**src/rtl/tagstr_pkg.sv**
```systemverilog
package tagstr_pkg;
  localparam int ADDR_W = 10;

  localparam logic [7:0] TAG_START   = 8'h81;
  localparam logic [7:0] TAG_WR_MORE = 8'h82;
  localparam logic [7:0] TAG_WR_LAST = 8'h83;
  localparam logic [7:0] TAG_RD_MORE = 8'h85;
  localparam logic [7:0] TAG_RD_LAST = 8'h87;

  typedef enum logic [1:0] {S_IDLE, S_HDR, S_PAY, S_FIN} run_st_t;
  typedef enum logic [2:0] {H_START, H_ALO, H_AHI, H_OP, H_LEN} hdr_sel_t;
endpackage

```
**src/rtl/tagstr_chunk.sv**
```systemverilog
module tagstr_chunk #(
  parameter int LEN_W = 16,
  parameter int CHUNK = 256,
  localparam int CW = $clog2(CHUNK + 1)
) (
  input  logic [LEN_W-1:0] remain,
  output logic [CW-1:0]    chunk_sz,
  output logic             is_last,
  output logic [7:0]       len_code
);
  assign is_last  = (remain <= LEN_W'(CHUNK));
  assign chunk_sz = is_last ? remain[CW-1:0] : CW'(CHUNK);

  generate
    if (CHUNK == 256) begin : g_wrap
      // a full chunk of 256 wraps to 0x00 in the low byte
      assign len_code = chunk_sz[7:0];
    end else begin : g_cmp
      assign len_code = (chunk_sz == CW'(CHUNK)) ? 8'h00 : 8'(chunk_sz);
    end
  endgenerate
endmodule

```
**src/rtl/tagstr_hdr.sv**
```systemverilog
module tagstr_hdr
  import tagstr_pkg::*;
(
  input  hdr_sel_t          sel,
  input  logic [ADDR_W-1:0] addr,
  input  logic              rd,
  input  logic              is_last,
  input  logic [7:0]        len_code,
  output logic [7:0]        hdr_byte
);
  logic [7:0] op_tag;

  always_comb begin
    if (rd) op_tag = is_last ? TAG_RD_LAST : TAG_RD_MORE;
    else    op_tag = is_last ? TAG_WR_LAST : TAG_WR_MORE;
  end

  always_comb begin
    case (sel)
      H_START: hdr_byte = TAG_START;
      H_ALO:   hdr_byte = {addr[6:0], rd};
      H_AHI:   hdr_byte = {5'b0, addr[ADDR_W-1:7]};
      H_OP:    hdr_byte = op_tag;
      H_LEN:   hdr_byte = len_code;
      default: hdr_byte = 8'h00;
    endcase
  end
endmodule

```
**src/rtl/i2c_tag_streamer.sv**
```systemverilog
module i2c_tag_streamer
  import tagstr_pkg::*;
#(
  parameter int LEN_W = 16,
  parameter int CHUNK = 256,
  localparam int CW = $clog2(CHUNK + 1)
) (
  input  logic              clk,
  input  logic              rst,
  input  logic              req_valid,
  output logic              req_ready,
  input  logic [ADDR_W-1:0] req_addr,
  input  logic              req_rd,
  input  logic              req_ten,
  input  logic [LEN_W-1:0]  req_len,
  input  logic [7:0]        wr_data,
  input  logic              wr_valid,
  output logic              wr_ready,
  output logic [7:0]        out_data,
  output logic              out_valid,
  input  logic              out_ready,
  output logic              done,
  output logic              err
);
  run_st_t           st_q;
  hdr_sel_t          hs_q;
  logic [ADDR_W-1:0] addr_q;
  logic              rd_q, ten_q;
  logic [LEN_W-1:0]  rem_q;
  logic [CW-1:0]     cnt_q;

  logic [CW-1:0] chunk_sz;
  logic          is_last;
  logic [7:0]    len_code, hdr_byte;
  logic          load;

  tagstr_chunk #(.LEN_W(LEN_W), .CHUNK(CHUNK)) u_chunk (
    .remain(rem_q), .chunk_sz(chunk_sz), .is_last(is_last), .len_code(len_code)
  );

  tagstr_hdr u_hdr (
    .sel(hs_q), .addr(addr_q), .rd(rd_q), .is_last(is_last),
    .len_code(len_code), .hdr_byte(hdr_byte)
  );

  assign load      = !out_valid || out_ready;
  assign req_ready = (st_q == S_IDLE);
  assign wr_ready  = (st_q == S_PAY) && load;

  always_ff @(posedge clk) begin
    if (rst) begin
      st_q      <= S_IDLE;
      hs_q      <= H_START;
      addr_q    <= '0;
      rd_q      <= 1'b0;
      ten_q     <= 1'b0;
      rem_q     <= '0;
      cnt_q     <= '0;
      out_data  <= 8'h00;
      out_valid <= 1'b0;
      done      <= 1'b0;
      err       <= 1'b0;
    end else begin
      done <= 1'b0;
      err  <= 1'b0;
      if (load) out_valid <= 1'b0;
      case (st_q)
        S_IDLE: if (req_valid) begin
          if (req_len == '0) begin
            err <= 1'b1;
          end else begin
            addr_q <= req_addr;
            rd_q   <= req_rd;
            ten_q  <= req_ten;
            rem_q  <= req_len;
            hs_q   <= H_START;
            st_q   <= S_HDR;
          end
        end
        S_HDR: if (load) begin
          out_data  <= hdr_byte;
          out_valid <= 1'b1;
          case (hs_q)
            H_START: hs_q <= H_ALO;
            H_ALO:   hs_q <= ten_q ? H_AHI : H_OP;
            H_AHI:   hs_q <= H_OP;
            H_OP:    hs_q <= H_LEN;
            default: begin
              if (!rd_q) begin
                st_q  <= S_PAY;
                cnt_q <= chunk_sz;
              end else if (is_last) begin
                st_q <= S_FIN;
              end else begin
                hs_q  <= H_OP;
                rem_q <= rem_q - LEN_W'(chunk_sz);
              end
            end
          endcase
        end
        S_PAY: if (load && wr_valid) begin
          out_data  <= wr_data;
          out_valid <= 1'b1;
          cnt_q     <= cnt_q - 1'b1;
          if (cnt_q == CW'(1)) begin
            if (is_last) begin
              st_q <= S_FIN;
            end else begin
              st_q  <= S_HDR;
              hs_q  <= H_OP;
              rem_q <= rem_q - LEN_W'(chunk_sz);
            end
          end
        end
        default: if (out_ready) begin
          done <= 1'b1;
          st_q <= S_IDLE;
        end
      endcase
    end
  end


  out_hold_chk: assert property (@(posedge clk) disable iff (rst)
    out_valid && !out_ready |=> out_valid && $stable(out_data));


  err_cause_chk: assert property (@(posedge clk) disable iff (rst)
    err |-> $past(req_valid && req_ready && req_len == '0));


  done_cause_chk: assert property (@(posedge clk) disable iff (rst)
    done |-> $past(out_valid && out_ready) && req_ready);


  busy_chk: assert property (@(posedge clk) disable iff (rst)
    out_valid |-> !req_ready);


  pay_count_chk: assert property (@(posedge clk) disable iff (rst)
    (st_q == S_PAY) |-> (cnt_q != '0) && (cnt_q <= CW'(CHUNK)));
endmodule

```
**config.mk**
```make
export PLATFORM = sky130hd
export DESIGN_NAME = i2c_tag_streamer
export DESIGN_NICKNAME = d
export VERILOG_FILES = /design/src/rtl/tagstr_pkg.sv /design/src/rtl/tagstr_chunk.sv /design/src/rtl/tagstr_hdr.sv /design/src/rtl/i2c_tag_streamer.sv
export SDC_FILE = /design/constraint.sdc
export NUM_CORES = 1
export LEC_CHECK = 0
export BUFFER_PORTS_ARGS = -buffer_cell sky130_fd_sc_hd__buf_2
export CELL_PAD_IN_SITES_DETAIL_PLACEMENT = 0
export CELL_PAD_IN_SITES_GLOBAL_PLACEMENT = 1
export CORE_MARGIN = 8
export CORE_UTILIZATION = 43
export CTS_BUF_LIST = sky130_fd_sc_hd__clkbuf_8
export CTS_CLUSTER_SIZE = 30
export DETAILED_ROUTE_END_ITERATION = 8
export PLACE_DENSITY = 0.79
export SLEW_MARGIN = 20
export SYNTH_ARGS = -nofsm -noshare
export SYNTH_HDL_FRONTEND = slang
export SYNTH_SLANG_ARGS = --single-unit
```
**constraint.sdc**
```tcl
create_clock -name clk -period 4.47 [get_ports clk]
set_input_delay 0.2235 -clock clk [delete_from_list [all_inputs] [get_ports clk]]
set_output_delay 0.2235 -clock clk [all_outputs]
set_load 0.005 [all_outputs]
```
==> flow_summary.json <==
{
  "worstPathCellList": "nor3_1 > and2_0 > buf_4 > nand2_1 > nand2_1 > ha_1 > or4_4 > or4b_4 > a22o_1 > nor3_1 > a21oi_1 > a211oi_2",
  "crit_family": "simple AND/OR/NAND/NOR gates",
  "fin_nets": 482,
  "cp-start-kind": "register",
  "setup_ws_ns": 0.9546,
  "p_comb_share_pct": 61.0,
  "slowest_stage": "or4b_4",
  "seq_area_frac_synth_pct": 33.54,
  "clk_latency_ns": 0.31,
  "p_switching_w": 0.001311,
  "timing.final.crit_share_pct": 78.65,
  "switching_share_pct": 49.39,
  "hold_end": "addr_q[7]",
  "power_density_mw_per_mm2": 754.8,
  "clk_pin_slew_ns": 0.10,
  "peakVddDrop_mv": 0.2817,
  "synthCells": 403,
  "seqPwrFrac_pct": 29.1,
  "synthTopCellsByArea": "dfxtp_1 34%, mux2i_1 6.3%, nor2_1 5.7%",
  "synth_edf_count": 0,
  "drc": 0,
  "p_leak_nw": 1.431,
  "rsz0062_at_grt": "no",
  "layout_common_cells": "53 x dfxtp_1, 53 x buf_2, 48 x nor2_1",
  "fin_setup_tns_ns": 0,
  "antenna_found_initial": 0,
  "fp.dieW_um": 101.8,
  "arrival_ns": 3.75,
  "slew_violations": 0,
  "cts_root_buf": "clkbuf_8",
  "hp-class": "in2reg",
  "max_stage_delay_ns": 0.54,
  "h-tree-depth": 2,
  "crit_fanout": 14,
  "vias": 3132,
  "routed_wl_um": 9319,
  "grt_pass1_wl_um": 15500,
  "r2r-start": "rem_q[9]",
  "r2r-end": "rem_q[8]",
  "status": "completed",
  "p_clk_share_pct": 9.8,
  "cts.hold.buffers_added": 0,
  "fin_util_pct": 49.00,
  "hold_ws_ns": 0.1488,
  "antenna_cells": 0,
  "die-area_sq_mm": 0.01036,
  "min_period_ns": 3.515,
  "dr.pass1.iters": 4,
  "whs_path_depth": 3,
  "drt_iter0_markers": 256,
  "io_buffers": 53,
  "dp_hpwl_um": 6704,
  "synth_fp_nets": 451,
  "die_h_um": 101.8,
  "via_per_inst": 5.887,
  "cts-buffers-inserted": 5,
  "synth_cell_types": 59,
  "grt_pass1_vias": 3065,
  "crit_path_end_kind": "register",
  "criticalPathCategory": "reg2reg",
  "ant_nets": 0,
  "p_int_w": 0.001343,
  "dp_slack_ns": 1.025,
  "grt-ovfl-total": 0,
  "ys_async_sr_fraction_pct": 0,
  "netlist.top_cell.by_area": "dfxtp_1",
  "holdCritStartpoint": "req_addr[7]",
  "reg2reg_depth": 12,
  "syn_avg_cell_area_sq_um": 7.849,
  "synth_top_area_share_pct": 33.54,
  "p_total_w": 0.002654,
  "ys.warnings.count": 0,
  "clock_skew_ns": 0.008995,
  "worstMarginPinSlew_ns": 0.9485,
  "wire_per_inst_um": 17.52,
  "ys_seq_elements": 53,
  "initial_core_util_pct": 44.08,
  "synth.cell_area_sq_mm": 0.003163,
  "ioPinCount": 54,
  "finalHoldViolations": 0,
  "max_clock_freq_ghz": 0.2845,
  "coreArea_sq_mm": 0.007176,
  "cts_sinks": 53,
  "grt.total_usage_pct": 18.79,
  "grt_max_degree": 47,
  "rrSetupSlack_ns": 0.95,
  "cp_num_buf_inv": 1,
  "postCtsResizedCells": 0,
  "cts_setup_buffers": 0,
  "num_rows": 31,
  "globalplace.congestion": 0.8904,
  "cts_buffer_depth": 2,
  "synth_flop_cell": "dfxtp_1",
  "area_growth_pct": 11.15,
  "required_ns": 4.70,
  "finalSetupViolCount": 0,
  "final_layout_size_suffix_gt1_share_pct": 17.32,
  "slew_headroom_pct": 36.65,
  "cts_tree": "yes",
  "cap_viol_max_count": 0
}
==> cells in the mapped netlist, types with 2 or more instances <==
cell type  number
inv_1          15
a22o_1          2
a211oi_1       10
nand2_1        28
a2bb2oi_1       3
o21ai_0        28
a22oi_1         4
buf_2           5
and3_1          5
o211ai_1        2
a2111o_1        2
nor3_1         18
nor4_1         14
a21oi_1        28
o21a_1          4
buf_1           2
and2_0          2
mux2i_1        20
clkbuf_1       23
a21o_1          3
and2_1          2
nand4_1         4
dfxtp_1        53
nand3_1         8
a221oi_1        6
o221a_2         3
nor2b_1         6
o31ai_1         2
nand2b_1        5
a41o_1          2
ha_1            7
nor2_1         48
a31oi_1        10
o2bb2ai_1       4
==> worst register-to-register path, stage by stage (launching register included) <==
cell	delay, ns
dfxtp_1	0.51
nor3_1	0.17
and2_0	0.18
buf_4	0.18
nand2_1	0.25
nand2_1	0.10
ha_1	0.33
or4_4	0.45
or4b_4	0.54
a22o_1	0.24
nor3_1	0.18
a21oi_1	0.08
a211oi_2	0.24
==> kinds of logic (layout without fill, tap and decap cells) <==
| logic type | Yosys count | count (layout) | synth area share, % |
|---|---|---|---|
| adder cells (fa/ha/maj) | 7 | 7 | 2.769 |
| multiplexers | 20 | 20 | 6.329 |
| buffers and inverters | 48 | 78 | 6.250 |
| other | 1 | 1 | 0.1186 |
| flip-flops | 53 | 53 | 33.54 |
| AO/OA/AOI/OAI | 126 | 126 | 27.97 |
| AND/OR/NAND/NOR | 148 | 148 | 23.02 |
==> power groups by stage <==
stage                     Combinational [W]  Clock [W]  Sequential (W)
final                               0.00162   0.000261        0.000773
after global placement              0.00161          0        0.000776
after detailed placement            0.00161          0        0.000777
after global routing                0.00182   0.000287        0.000796
after CTS                           0.00162   0.000270        0.000767
after floorplan                     0.00128          0        0.000722
==> sequential cells by signal (all words and copies together), names as in the netlist <==
| name | flops |
|---|---|
| cnt_q | 9 |
| addr_q | 10 |
| done | 1 |
| st_q | 2 |
| rd_q | 1 |
| out_data | 8 |
| hs_q | 3 |
| ten_q | 1 |
| rem_q | 16 |
| out_valid | 1 |
| err | 1 |
==> worst max path at each step <==
| stage | startpoint | endpoint | slack [ns] | cells past startpoint |
|---|---|---|---|---|
| 4_1_cts | rem_q[9] | rem_q[8] | 0.99 | 12 |
| 6_report | rem_q[9] | rem_q[8] | 0.95 | 12 |
| 3_3_place_gp | rem_q[9] | rem_q[8] | 1.15 | 12 |
| 3_5_place_dp | rem_q[9] | rem_q[8] | 1.02 | 12 |
| 5_1_grt | rem_q[9] | rem_q[10] | 0.72 | 12 |
| 2_1_floorplan | rem_q[8] | rem_q[8] | 1.28 | 13 |
==> layout make-up <==
cell class              count  area [sq um]
well taps                  99         123.9
clock inverters             1         5.005
flip-flops and latches     53          1061
multi-input cells         302          1909
clock buffers               5         68.82
inverters                  16         60.06
fillers                   729          3660
repair buffers             56         287.8
==> metrics by stage <==
| stage | cell area (sq um) | instances |
|---|---|---|
| floorplan | 3163 | 403 |
| global placement | 3442 | 526 |
| detailed placement | 3442 | 526 |
| CTS | 3516 | 532 |
| global route | 3516 | 532 |
| finish | 3516 | 532 |
==> per-layer routing <==
metal / vias to the layer above / track usage, % / share of wire [%]
met5: - / 0 / 0
met4: 0 / 6.758 / 1.7
met3: 14 / 3.918 / 7.0
met2: 113 / 29.07 / 44
met1: 1454 / 25.00 / 48
li1: 1551 / - / -
No activity file was read; power rests on OpenSTA's default activity.
